## src/rtl/imeh_pkg.sv

```systemverilog
package imeh_pkg;
  // Control-to-datapath strobes
  typedef struct packed {
    logic dispatch;  // grant the highest-priority pending source this cycle
  } ctlStrobe_t;
endpackage

```

## src/rtl/irq_select.sv

```systemverilog
module irq_select
  import imeh_pkg::*;
#(
  parameter int NUM_SRC = 5,
  parameter int ADDR_W = 16,
  parameter logic [ADDR_W-1:0] VEC_BASE = 16'h0040,
  parameter int VEC_STRIDE = 8
) (
  input  logic [NUM_SRC-1:0] intEnable,
  input  logic [NUM_SRC-1:0] intFlag,
  input  ctlStrobe_t         ctl,
  output logic               anyPending,
  output logic [ADDR_W-1:0]  vecAddr,
  output logic [NUM_SRC-1:0] flagClear
);
  localparam int IDX_W = (NUM_SRC > 1) ? $clog2(NUM_SRC) : 1;

  logic [NUM_SRC-1:0] pend;
  logic [NUM_SRC:0]   seenLower;
  logic [NUM_SRC-1:0] grant;
  logic [IDX_W-1:0]   grantIdx;

  assign pend = intEnable & intFlag;
  assign seenLower[0] = 1'b0;

  // Lowest index wins: each stage passes on whether a lower bit is pending
  for (genvar i = 0; i < NUM_SRC; i++) begin : g_prio
    assign grant[i] = pend[i] & ~seenLower[i];
    assign seenLower[i+1] = seenLower[i] | pend[i];
  end

  assign anyPending = seenLower[NUM_SRC];

  always_comb begin
    grantIdx = '0;
    for (int i = 0; i < NUM_SRC; i++) begin
      if (grant[i]) grantIdx = IDX_W'(i);
    end
  end

  assign vecAddr = VEC_BASE + ADDR_W'(grantIdx) * ADDR_W'(VEC_STRIDE);
  assign flagClear = ctl.dispatch ? grant : '0;
endmodule

```

## src/rtl/ime_halt_ctrl.sv

```systemverilog
module ime_halt_ctrl
  import imeh_pkg::*;
(
  input  logic       clk,
  input  logic       rstN,
  input  logic       instrDone,
  input  logic       diStrobe,
  input  logic       eiStrobe,
  input  logic       retiStrobe,
  input  logic       haltStrobe,
  input  logic       anyPending,
  output logic       imeQ,
  output logic       haltedQ,
  output logic       skipQ,
  output ctlStrobe_t ctl
);
  logic eiArmedQ;
  logic evt;
  logic boundary;
  logic dispatch;
  logic imeD, eiArmedD, haltedD, skipD;

  always_comb begin
    // strobes count only for an instruction that completes while running
    evt = instrDone & ~haltedQ;
    boundary = instrDone | haltedQ;
    dispatch = imeQ & anyPending & boundary & ~(evt & diStrobe);

    imeD = imeQ;
    eiArmedD = eiArmedQ;
    if (dispatch) begin
      imeD = 1'b0;
      eiArmedD = 1'b0;
    end else if (evt) begin
      if (diStrobe) begin
        imeD = 1'b0;
        eiArmedD = 1'b0;
      end else begin
        if (retiStrobe || eiArmedQ) imeD = 1'b1;
        eiArmedD = eiStrobe;
      end
    end

    haltedD = haltedQ;
    if (haltedQ) begin
      if (anyPending) haltedD = 1'b0;
    end else if (evt && haltStrobe && !anyPending) begin
      haltedD = 1'b1;
    end

    skipD = skipQ;
    if (evt) skipD = haltStrobe & ~imeQ & anyPending;
  end

  always_ff @(posedge clk) begin
    if (!rstN) begin
      imeQ <= 1'b0;
      eiArmedQ <= 1'b0;
      haltedQ <= 1'b0;
      skipQ <= 1'b0;
    end else begin
      imeQ <= imeD;
      eiArmedQ <= eiArmedD;
      haltedQ <= haltedD;
      skipQ <= skipD;
    end
  end

  assign ctl.dispatch = dispatch;
endmodule

```

## src/rtl/ime_halt_unit.sv

```systemverilog
module ime_halt_unit
  import imeh_pkg::*;
#(
  parameter int NUM_SRC = 5,
  parameter int ADDR_W = 16,
  parameter logic [ADDR_W-1:0] VEC_BASE = 16'h0040,
  parameter int VEC_STRIDE = 8
) (
  input  logic               clk,
  input  logic               rstN,
  input  logic               instrDone,
  input  logic               diStrobe,
  input  logic               eiStrobe,
  input  logic               retiStrobe,
  input  logic               haltStrobe,
  input  logic [NUM_SRC-1:0] intEnable,
  input  logic [NUM_SRC-1:0] intFlag,
  output logic               imeOut,
  output logic               haltedOut,
  output logic               dispatchReq,
  output logic [ADDR_W-1:0]  dispatchVec,
  output logic [NUM_SRC-1:0] flagClear,
  output logic               skipPcInc
);
  ctlStrobe_t ctl;
  logic anyPending;

  ime_halt_ctrl u_ctrl (
    .clk        (clk),
    .rstN       (rstN),
    .instrDone  (instrDone),
    .diStrobe   (diStrobe),
    .eiStrobe   (eiStrobe),
    .retiStrobe (retiStrobe),
    .haltStrobe (haltStrobe),
    .anyPending (anyPending),
    .imeQ       (imeOut),
    .haltedQ    (haltedOut),
    .skipQ      (skipPcInc),
    .ctl        (ctl)
  );

  irq_select #(
    .NUM_SRC    (NUM_SRC),
    .ADDR_W     (ADDR_W),
    .VEC_BASE   (VEC_BASE),
    .VEC_STRIDE (VEC_STRIDE)
  ) u_sel (
    .intEnable  (intEnable),
    .intFlag    (intFlag),
    .ctl        (ctl),
    .anyPending (anyPending),
    .vecAddr    (dispatchVec),
    .flagClear  (flagClear)
  );

  assign dispatchReq = ctl.dispatch;
endmodule

```

## config.mk

```make
export PLATFORM = sky130hd
export DESIGN_NAME = ime_halt_unit
export DESIGN_NICKNAME = d
export VERILOG_FILES = /design/src/rtl/imeh_pkg.sv /design/src/rtl/irq_select.sv /design/src/rtl/ime_halt_ctrl.sv /design/src/rtl/ime_halt_unit.sv
export SDC_FILE = /design/constraint.sdc
export NUM_CORES = 1
export LEC_CHECK = 0
export BUFFER_PORTS_ARGS = -buffer_cell sky130_fd_sc_hd__buf_2
export CORE_AREA = 3 3 40 42
export DETAILED_ROUTE_END_ITERATION = 10
export DIE_AREA = 0 0 43 45
export PLACE_DENSITY = 0.78
export SKIP_LAST_GASP = 1
export SLEW_MARGIN = 20
export SYNTH_ARGS = -nofsm -noshare
export SYNTH_HDL_FRONTEND = slang
export SYNTH_SLANG_ARGS = --single-unit
```

## constraint.sdc

```tcl
create_clock -name clk -period 1.5 [get_ports clk]
set_clock_uncertainty 0.05 [all_clocks]
set_input_delay 0.375 -clock clk [delete_from_list [all_inputs] [get_ports clk]]
set_output_delay 0.375 -clock clk [all_outputs]
set_load 0.02 [all_outputs]
```

# Word-level counts from Yosys, hierarchy flattened
# Index checks and enable logic that the tools add are counted.
# Widths: inputs -> output; s select.
op_classes:
  n_reduce_logical: 7
  mux: 11
  n_bitwise: 25
  add_sub_neg: 1
ops:
  columns: ["cell", "count"]
  rows:
  - ["$and 1x1->1", 11]
  - ["$mux 3", 3]
  - ["$add 7x6->8 const A", 1]
  - ["$not 1->1", 8]
  - ["$mux 1", 7]
  - ["$and 5x5->5", 1]
  - ["$mux 5", 1]
  - ["$or 1x1->1", 5]
  - ["$logic_and 1x1->1", 2]
  - ["$reduce_and 2->1", 1]
  - ["$reduce_bool 2->1", 1]
  - ["$reduce_or 2->1", 1]
  - ["$logic_not 1->1", 1]
  - ["$logic_or 1x1->1", 1]
totals:
  output_inout_bits: 25
  wordCells: 48
  in_bits: 17
  ff_bits: 4

# Depth between registers and ports, before layout
depth:
  word_depth: 9
  mapped_depth: 3
  ltp_nobuf: 3

# Hierarchy
# From an unflattened synthesis, not the netlist that was laid out.
hier_totals:
  cells_unflattened: 57
  hier_area_um2: 417.9
modules_own_cells:
  columns: ["mod", "cells_each", "seq_area_each_um2", "area_each_um2", "n_inst"]
  rows:
  - ["ime_halt_ctrl", 23, 80.1, 215.2, 1]
  - ["irq_select", 34, 0.0, 202.7, 1]

# Worst setup path after synthesis
# Ideal clock, no wire load.
synth_timing:
  path_kind: "register -> output"
  start: "register u_ctrl.haltedQ"
  end: "output port flagClear[1]"
  required_ps: 1075
  path_stages_with_launch: 3
  setup_slack_ps: -265
  arrival_ps: 1340
  n_path_buf: 0
  path_cell_list: "dfxtp_1 o21ai_0 nor3b_1"
synth_between:
  elab_chain_cells: 6
  word_cells_on_any_way: 8
  classes_between: "mux (1); bitwise (7)"
synth_rtl:
  columns: ["element", "line_no", "source"]
  rows:
  - ["start, declared", "ime_halt_ctrl.sv:13", "output logic haltedQ,"]
  - ["start signal, assigned", "ime_halt_ctrl.sv:64", "haltedQ <= haltedD;"]
  - ["$not 1->1", "ime_halt_ctrl.sv:25", "evt = instrDone & ~haltedQ;"]
  - ["$and 1x1->1", "ime_halt_ctrl.sv:25", null]
  - ["$and 1x1->1", "ime_halt_ctrl.sv:27", "dispatch = imeQ & anyPending & boundary & ~(evt & diStrobe);"]
  - ["$not 1->1", "ime_halt_ctrl.sv:27", null]
  - ["$and 1x1->1 *", "ime_halt_ctrl.sv:27", null]
  - ["$mux 5 *", "irq_select.sv:42", "assign flagClear = ctl.dispatch ? grant : '0;"]
  - ["end, declared", "ime_halt_unit.sv:22", "output logic [NUM_SRC-1:0] flagClear,"]
# Mark *: on every way between the ends. The rest lies on a longest branch, timed or not.

# Final worst setup path
layout_timing:
  start: "input port intEnable[2]"
  end: "output port flagClear[4]"
layout_between:
  elab_chain_cells: 8
  word_cells_on_any_way: 10
  classes_between: "mux (1); bitwise (9)"
layout_rtl:
  columns: ["element", "line_no", "source"]
  rows:
  - ["start, declared", "ime_halt_unit.sv:16", "input logic [NUM_SRC-1:0] intEnable,"]
  - ["$and 5x5->5 *", "irq_select.sv:23", "assign pend = intEnable & intFlag;"]
  - ["$or 1x1->1 * (2 in a row)", "irq_select.sv:29", "assign seenLower[i+1] = seenLower[i] | pend[i];"]
  - ["$or 1x1->1", "irq_select.sv:29", null]
  - ["$and 1x1->1 (3 in a row)", "ime_halt_ctrl.sv:27", null]
  - ["$mux 5 *", "irq_select.sv:42", null]
# Marks and branches as above.

==> flow_summary.json <==
{
  "first_global_vias": 461,
  "grt_max_degree": 7,
  "seq_area_frac_synth_pct": 18.1,
  "final_nets": 111,
  "peakVddDrop_mv": 0.385,
  "clkTransAtPathRegs_ns": 0.04,
  "ys_types": 25,
  "first_pass_iters": 2,
  "crit_family": "buffers and inverters",
  "cap_violations": 0,
  "portBuffers": 28,
  "r2r_cells": 4,
  "final_cell_mix": "15 x buf_2, 13 x conb_1, 13 x buf_4",
  "routed_wl_um": 1300,
  "critPathBufInv": 2,
  "grt_overflow_total": 0,
  "timing.final.ws_setup_ns": 0.00547,
  "yosys-top-cells-area": "buf_4 22%, dfxtp_1 18%, a22oi_4 9.6%",
  "yosys.area.top_type_share_pct": 22.1,
  "synth_top_family_by_area": "simple AND/OR/NAND/NOR gates",
  "final_period_minus_worst_setup_slack_ns": 1.49,
  "yosys_warnings": 0,
  "r2r_slack_ns": 0.29,
  "setup_viol": 0,
  "hold_path.class": "in -> reg",
  "ys_ff_latch": 4,
  "synthMuxAreaShare_pct": 0,
  "area_growth_pct": 70.5,
  "fp-row-count": 13,
  "path_class": "in -> out",
  "antenna_found_initial": 0,
  "crit_arrival_ns": 1.07,
  "insertion_delay_ns": 0.23,
  "whs_endpoint": "u_ctrl.skipQ",
  "cts.sinks": 4,
  "syn_inst": 56,
  "die_area_um2": 1940,
  "hold_viol": 0,
  "htreeDepth": 1,
  "dr.first_iter.drc_count": 6,
  "grt_pass1_wl_um": 1990,
  "place.gp.congestion": 0.747,
  "cp_slowest_cell": "a22oi_4",
  "power-per-cell-area_nw_per_um2": 571,
  "cts_root_buf": "clkbuf_4",
  "ff_latch_area_um2": 85.1,
  "post-place-ws_ns": -0.243,
  "hpwl_um": 978,
  "drive_gt1_share_pct": 63.0,
  "synth_compound_area_share_pct": 24.9,
  "cellLeakagePower_nw": 0.386,
  "endpoint_kind": "output port",
  "multiInputGateArea_um2": 364,
  "rsz0062_at_grt": "true",
  "core_um2": 1280,
  "synth_xor_area_share_pct": 0,
  "numCtsBuffers": 3,
  "met1_usage_pct": 14.5,
  "num-fill-cells": 117,
  "cp_cell_sequence": "buf_8 > a22oi_4 > nand2_2 > nor3_2 > buf_4",
  "cts_tree": "done",
  "via_per_inst": 4.50,
  "die_height_um": 45,
  "ant_nets": 0,
  "synth_fa_ha_area_share_pct": 0,
  "grtUsageMet2_pct": 26.3,
  "met3_usage_pct": 7.17,
  "die-width_um": 43,
  "clk_path_buf_depth": 2,
  "diodes": 0,
  "outcome": "complete, no violations",
  "crit_fanout": 3,
  "io_pins": 42,
  "initial_core_util_pct": 34.4,
  "drc": 0,
  "holdPathStages": 2,
  "syn_area_per_cell_um2": 7.89,
  "synth_area_um2": 442,
  "grtUsageTotal_pct": 13.8,
  "worst_r2r_startpoint": "u_ctrl.haltedQ",
  "busiest_layer": "met2",
  "post-route-period-util_pct": 99.6,
  "max_freq_mhz": 669,
  "utilization_pct": 58.6,
  "cp-start-kind": "primary input",
  "reg2reg_to": "u_ctrl.imeQ",
  "min-delay-start": "rstN",
  "final_common_cell": "buf_2",
  "hold_buffers": 0,
  "synth_simple_gate_area_share_pct": 32.3,
  "synth_area_leader_cell": "buf_4",
  "cpPeakStageDelay_ns": 0.23,
  "num_vias": 481,
  "wl_per_cell_um": 12.2,
  "maxSlewViolCount": 0,
  "worstPathRequired_ns": 1.07
}
Yosys cell counts:
cell,count
dfxtp_1,4
and2_2,1
a21oi_1,3
buf_4,13
nand2b_1,1
a211oi_1,1
nor4_1,1
nand2_1,7
o21ai_0,1
a2111oi_2,1
inv_1,1
nor4bb_1,1
and2_1,1
o21a_1,1
nor2_1,3
conb_1,2
a21boi_0,1
nor3_1,4
a22oi_4,2
a32o_1,1
nor2b_1,2
or2_2,1
nand3_1,1
nor3b_1,1
nand3_4,1
layer usage:
metal	vias to the layer above	share of wire (%)
li1	245	-
met1	215	37
met2	21	53
met3	0	9.1
met4	0	0
met5	-	0
power breakdown:
part | internal, mW | total, mW | switching (mW)
clock | 0.0889 | 0.126 | 0.0368
sequential | 0.112 | 0.118 | 0.00554
combinational | 0.0804 | 0.187 | 0.107
per-stage QoR:
stage / hold WS, ns / std cells / power (mW) / instance area, µm² / setup TNS, ns
after floorplan: 0.447 / 67 / 0.237 / 503 / -0.0639
after global placement: 0.432 / 102 / 0.267 / 602 / -1.01
after detailed placement: 0.433 / 102 / 0.269 / 602 / -1.25
after CTS: 0.353 / 106 / 0.421 / 703 / -0.0319
after global routing: 0.350 / 107 / 0.465 / 753 / -0.109
final: 0.358 / 107 / 0.430 / 753 / 0
cell families after synthesis:
family,Yosys count
and+or+nand+nor,25
buffers and inverters,14
AOI/OAI and AO/OA,11
DFF,4
other,2
how the worst max path moves through the flow:
stage | start | to | slack, ns | cells after the start
3_3_place_gp | instrDone | flagClear[0] | -0.21 | 5
4_1_cts | intFlag[2] | flagClear[4] | -0.03 | 5
2_1_floorplan | u_ctrl.haltedQ | flagClear[1] | -0.04 | 2
6_report | intEnable[2] | flagClear[4] | 0.005 | 5
5_1_grt | diStrobe | flagClear[1] | -0.03 | 5
3_5_place_dp | instrDone | flagClear[0] | -0.24 | 5
cell type report:
cell class | count | share of cell area, %
clock buffer | 3 | 2.99
inverter | 1 | 0.498
multi-input combinational | 49 | 48.3
sequential | 4 | 11.3
tap | 15 | 2.49
timing repair buffer | 35 | 34.4
repair_timing:
action,in CTS,in global routing
setup endpoints to repair,8,8
resized for setup,20,15
buffers inserted,1,1
endpoints found under the hold margin,0,0
pin swaps,8,7
state kept, by name, summed over array words and instances (netlist names):
register         count
u_ctrl.eiArmedQ      1
u_ctrl.haltedQ       1
u_ctrl.imeQ          1
u_ctrl.skipQ         1
(Power assumes the default switching activity.)
